### src/rtl/irq_entry_unit.sv
module irq_entry_unit #(
  parameter logic [19:0] OFS_MCHK = 20'h00200,
  parameter logic [19:0] OFS_CRIT = 20'h00A00,
  parameter logic [19:0] OFS_SMI  = 20'h01400,
  parameter logic [19:0] OFS_EXT  = 20'h00500,
  parameter logic [19:0] OFS_DEC  = 20'h00900,
  parameter logic [19:0] OFS_TRC  = 20'h00D00,
  parameter logic [11:0] HI_BASE  = 12'hFFF
) (
  input  logic        clk,
  input  logic        rst_n,
  input  logic        state_wr,
  input  logic [31:0] state_wdata,
  input  logic [31:0] pc_in,
  input  logic        req_mchk,
  input  logic        req_crit,
  input  logic        req_smi,
  input  logic        req_ext,
  input  logic        req_dec,
  input  logic        retire,
  input  logic        retire_branch,
  input  logic        ret_pulse,
  input  logic        cret_pulse,
  output logic [31:0] state_q,
  output logic        vec_valid,
  output logic [31:0] vec_addr,
  output logic [31:0] save0,
  output logic [31:0] save1,
  output logic [31:0] csave0,
  output logic [31:0] csave1
);
  localparam int B_EE = 16;
  localparam int B_PR = 17;
  localparam int B_ME = 19;
  localparam int B_SE = 21;
  localparam int B_BE = 22;
  localparam int B_CE = 24;
  localparam int B_IP = 25;
  localparam logic [31:0] M_EE = 32'h1 << B_EE;
  localparam logic [31:0] M_ME = 32'h1 << B_ME;
  localparam logic [31:0] M_CE = 32'h1 << B_CE;
  localparam logic [31:0] M_ENTRY = (32'h1 << B_PR) | (32'h1 << B_SE) | (32'h1 << B_BE);

  wire trace_ev = retire && (state_q[B_SE] || (state_q[B_BE] && retire_branch));
  wire take_mc  = req_mchk && state_q[B_ME];
  wire take_cr  = req_crit && state_q[B_CE];
  wire take_sm  = req_smi  && state_q[B_EE];
  wire take_ex  = req_ext  && state_q[B_EE];
  wire take_de  = req_dec  && state_q[B_EE];
  wire cret_ok  = cret_pulse && csave1[B_CE];

  logic        hit;
  logic        to_crit;
  logic [19:0] ofs;
  logic [31:0] clr;

  always_comb begin
    hit     = 1'b1;
    to_crit = 1'b0;
    ofs     = '0;
    clr     = M_ENTRY;
    if (take_mc) begin
      ofs = OFS_MCHK;
      clr = clr | M_EE | M_ME | M_CE;
    end else if (take_cr) begin
      ofs     = OFS_CRIT;
      to_crit = 1'b1;
      clr     = clr | M_EE | M_CE;
    end else if (take_sm) begin
      ofs = OFS_SMI;
      clr = clr | M_EE;
    end else if (take_ex) begin
      ofs = OFS_EXT;
      clr = clr | M_EE;
    end else if (take_de) begin
      ofs = OFS_DEC;
      clr = clr | M_EE;
    end else if (trace_ev) begin
      ofs = OFS_TRC;
    end else begin
      hit = 1'b0;
    end
  end

  always_ff @(posedge clk or negedge rst_n) begin
    if (!rst_n) begin
      state_q   <= '0;
      vec_valid <= 1'b0;
      vec_addr  <= '0;
      save0     <= '0;
      save1     <= '0;
      csave0    <= '0;
      csave1    <= '0;
    end else begin
      vec_valid <= hit;
      if (hit) begin
        vec_addr <= {state_q[B_IP] ? HI_BASE : 12'h000, ofs};
        if (to_crit) begin
          csave0 <= pc_in;
          csave1 <= state_q;
        end else begin
          save0 <= pc_in;
          save1 <= state_q;
        end
        state_q <= state_q & ~clr;
      end else if (cret_ok) begin
        state_q <= csave1;
      end else if (ret_pulse) begin
        state_q <= save1;
      end else if (state_wr) begin
        state_q <= state_wdata;
      end
    end
  end

  assert_group_mask_R2: assert property (@(posedge clk) disable iff (!rst_n)
    (vec_valid && (vec_addr[19:0] == OFS_EXT || vec_addr[19:0] == OFS_SMI || vec_addr[19:0] == OFS_DEC))
      |-> $past(state_q[B_EE]));

  assert_mchk_mask_R3: assert property (@(posedge clk) disable iff (!rst_n)
    (vec_valid && vec_addr[19:0] == OFS_MCHK) |-> $past(state_q[B_ME]));

  assert_crit_mask_R4: assert property (@(posedge clk) disable iff (!rst_n)
    (vec_valid && vec_addr[19:0] == OFS_CRIT) |-> $past(state_q[B_CE]));

  assert_prefix_R6: assert property (@(posedge clk) disable iff (!rst_n)
    vec_valid |-> (vec_addr[31:20] == ($past(state_q[B_IP]) ? HI_BASE : 12'h000)));

  assert_entry_state_R9: assert property (@(posedge clk) disable iff (!rst_n)
    vec_valid |-> (!state_q[B_PR] && !state_q[B_SE] && !state_q[B_BE]));

  assert_crit_pair_R8: assert property (@(posedge clk) disable iff (!rst_n)
    (vec_valid && vec_addr[19:0] == OFS_CRIT) |-> $stable(save1));
endmodule

### config.mk
export PLATFORM = sky130hd
export DESIGN_NAME = irq_entry_unit
export DESIGN_NICKNAME = d
export VERILOG_FILES = /design/src/rtl/irq_entry_unit.sv
export SDC_FILE = /design/constraint.sdc
export NUM_CORES = 1
export LEC_CHECK = 0
export ABC_AREA = 1
export BUFFER_PORTS_ARGS = -buffer_cell sky130_fd_sc_hd__buf_2
export CAP_MARGIN = 20
export CORE_UTILIZATION = 35
export CTS_BUF_LIST = sky130_fd_sc_hd__clkbuf_2 sky130_fd_sc_hd__clkbuf_4 sky130_fd_sc_hd__clkbuf_8
export DETAILED_ROUTE_END_ITERATION = 10
export HOLD_SLACK_MARGIN = 0.12
export SLEW_MARGIN = 0
export SYNTH_ARGS = -nofsm -noshare
export SYNTH_HDL_FRONTEND = slang
export SYNTH_SLANG_ARGS = --single-unit
### constraint.sdc
create_clock -name clk -period 2.75 [get_ports clk]
set_input_delay 0.275 -clock clk [delete_from_list [all_inputs] [get_ports clk]]
set_output_delay 0.275 -clock clk [all_outputs]
set_load 0.03 [all_outputs]
==> impl_metrics.yaml <==
run_status:
  status: "finished clean"
drt:
  ant_nets: 0
  vias_per_cell: 4.55
  wirelength_mm: 20.0
  wl_per_cell_um: 14.3
  dr.pass1.iters: 5
  initialDrtViolationCount: 299
  vias: 6347
  drc: 0
worst_setup_path:
  cp-end-kind: "flop"
  cp_max_fo: 15
  crit_required_ns: 3.14
  slowest_delay_ns: 0.43
  cp.arrival_ns: 2.48
  startpoint_type: "flop"
  crit_family: "simple AND/OR/NAND/NOR gates"
  path_common_cell: "nand2_1"
  worstSetupPathType: "flop to flop"
  crit_chain: "nand2_1, nand2_1, nor2_1, nand3_2, a21oi_4, buf_4, nand2_1, nand2_1"
  cpMaxStageDelayCell: "a21oi_4"
  cp_num_buf_inv: 1
sta:
  drv_slew: 0
  fin_hold_ws_ns: 0.173
  clock.fmax_ghz: 0.478
  rsz0062_at_grt: "no"
  skew_ns: 0.0135
  relSlewSlack_pct: 58.3
  hold_viol_final: 0
  final.setup.worst_slack_ns: 0.659
  tightest_slew_ns: 0.625
  min_period_ns: 2.09
  tns_ns: 0
  final-setup-viol-count: 0
  fin_crit_sh_pct: 76.0
synth:
  ys_seq_elements: 167
  synth_top_area_share_pct: 57.9
  ys_seq_area_share_pct: 57.9
  syn_area_um2: 7210
  synth.yosys.warnings: 0
  yosys.area.top_type: "dfrtp_1"
  syn_inst: 851
  avgSynthCellArea_um2: 8.47
  yosys-top-cells-area: "dfrtp_1 58%, nand2_1 16%, o21ai_0 8.9%"
  yosysUniqueCellTypes: 23
place:
  dp_hpwl_mm: 13.5
  dp_slack_ns: 0.630
  dp.cells: 1331
  gp_congestion: 0.804
  port_buffers: 253
floorplanning:
  coreArea_um2: 20200
  fp-row-count: 52
  die-area_um2: 21200
  die_w_um: 146
  ios: 269
  chipHeight_um: 146
  start_util_pct: 35.6
cells_and_area:
  areaGrowthSynthToFinish_pct: 29.4
  instances_no_fill: 1396
  drive_gt1_share_pct: 27.4
  layout_common_cells: "313 x nand2_1, 252 x buf_2, 167 x dfrtp_1, 128 x o21ai_0, 76 x inv_1"
  num_antenna_cells: 0
  final_common_cell: "nand2_1"
  fin_nets: 1190
power_and_ir_drop:
  power.density_nw_per_um2: 1350
  p_leak_uw: 0.00512
  ir_drop_uv: 667
global_routing:
  grt_max_degree: 93
  grt_usage_pct: 19.5
  grt_overflow: 0
  grt_pass1_wl_mm: 32.5
  antenna_found_initial: 0
  grt_pass1_vias: 6265
clock_tree:
  cts_post_setup_buffers_inserted: 0
  ctsResizeCount: 0
  cts_made_buffers: 17
  worstSkewPairLatency_ns: 0.46
  cts_max_level: 4
  clockBufferDepth: 2
  cts_root_buffer: "clkbuf_8"
  cts_tree: "yes"
  clk_pin_slew_ns: 0.10
  clock-sinks: 167
worst_hold_path:
  holdCritPathClass: "input port to flop"
run:
  max-cap-violations: 0
[stage by stage]
stage	util (%)	power (uW)	cell area, um2
after floorplan	-	8990	7260
after global placement	42.5	10800	8600
after detailed placement	42.5	10900	8600
after CTS	46.1	12800	9330
after global routing	46.1	13600	9330
final	46.1	12600	9330
[registers in the layout, indices dropped and copies added (netlist names)]
name / count
vec_addr: 6
csave0: 32
vec_valid: 1
csave1: 32
save0: 32
state_q: 32
save1: 32
[path summary, 6_finish.rpt]
path	start	end	slack [ns]	cells past startpoint
min reg2reg	vec_addr[10]	vec_addr[10]	0.48	2
max reg2reg	state_q[19]	state_q[4]	0.66	8
max	state_q[19]	state_q[4]	0.66	8
max in group asynchronous	rst_n	csave1[8]	1.60	3
min	state_wdata[0]	state_q[0]	0.17	5
min in group asynchronous	rst_n	csave0[1]	0.32	2
[tightest hold or removal path: stages]
cell     delay, ns
buf_2         0.10
nand2_1       0.05
a31oi_1       0.07
nand2_1       0.06
nand2_1       0.04
[where the power goes]
group	leakage, uW	total, uW	switching, uW	internal (uW)
logic	0.00283	6460	4730	1740
registers	0.00210	4380	796	3580
clock network	0.000197	1780	1020	759
[cell type report]
| type | instances | area, um2 |
|---|---|---|
| Clock buffer | 17 | 234 |
| Fill cell | 2046 | 10900 |
| Multi-Input combinational cell | 550 | 2400 |
| Timing Repair Buffer | 301 | 1740 |
| Clock inverter | 14 | 153 |
| Inverter | 77 | 289 |
| Sequential cell | 167 | 4180 |
| Tap cell | 270 | 338 |
[Yosys cell counts]
library cell  count
a21oi_1           1
a21oi_4           1
a31oi_1          26
buf_1             1
buf_2             6
buf_4            27
buf_6             6
clkbuf_1         31
conb_1            1
dfrtp_1         167
inv_1            76
inv_2             1
nand2_1         314
nand2_2           2
nand3_1          21
nand3_2           1
nand4_1           1
nor2_1           33
nor2_2            1
nor2_8            1
o211ai_2          1
o21ai_0         128
o21ai_1           4
[logic make-up (layout without fill, tap and decap cells)]
logic type	count (synthesis)	after routing	share of synthesized area [%]
other	1	15	0.0520
buffers and inverters	148	409	9.84
AND/OR/NAND/NOR	374	374	20.3
flip-flops	167	167	57.9
AO/OA/AOI/OAI	161	161	11.9
[per-layer routing]
metal  up-vias  part of all wire, %  GRT usage (%)
met5         -                    0              0
met4         0                  1.6           6.79
met3        20                  7.0           6.18
met2       226                   46           31.3
met1      2943                   45           24.7
li1       3158                    -              -
[what timing repair did]
action                     CTS  global route
setup endpoints to repair    0             0
hold endpoints to repair   115             0
hold buffers                34             0
Power figures use the tool's default switching activity.
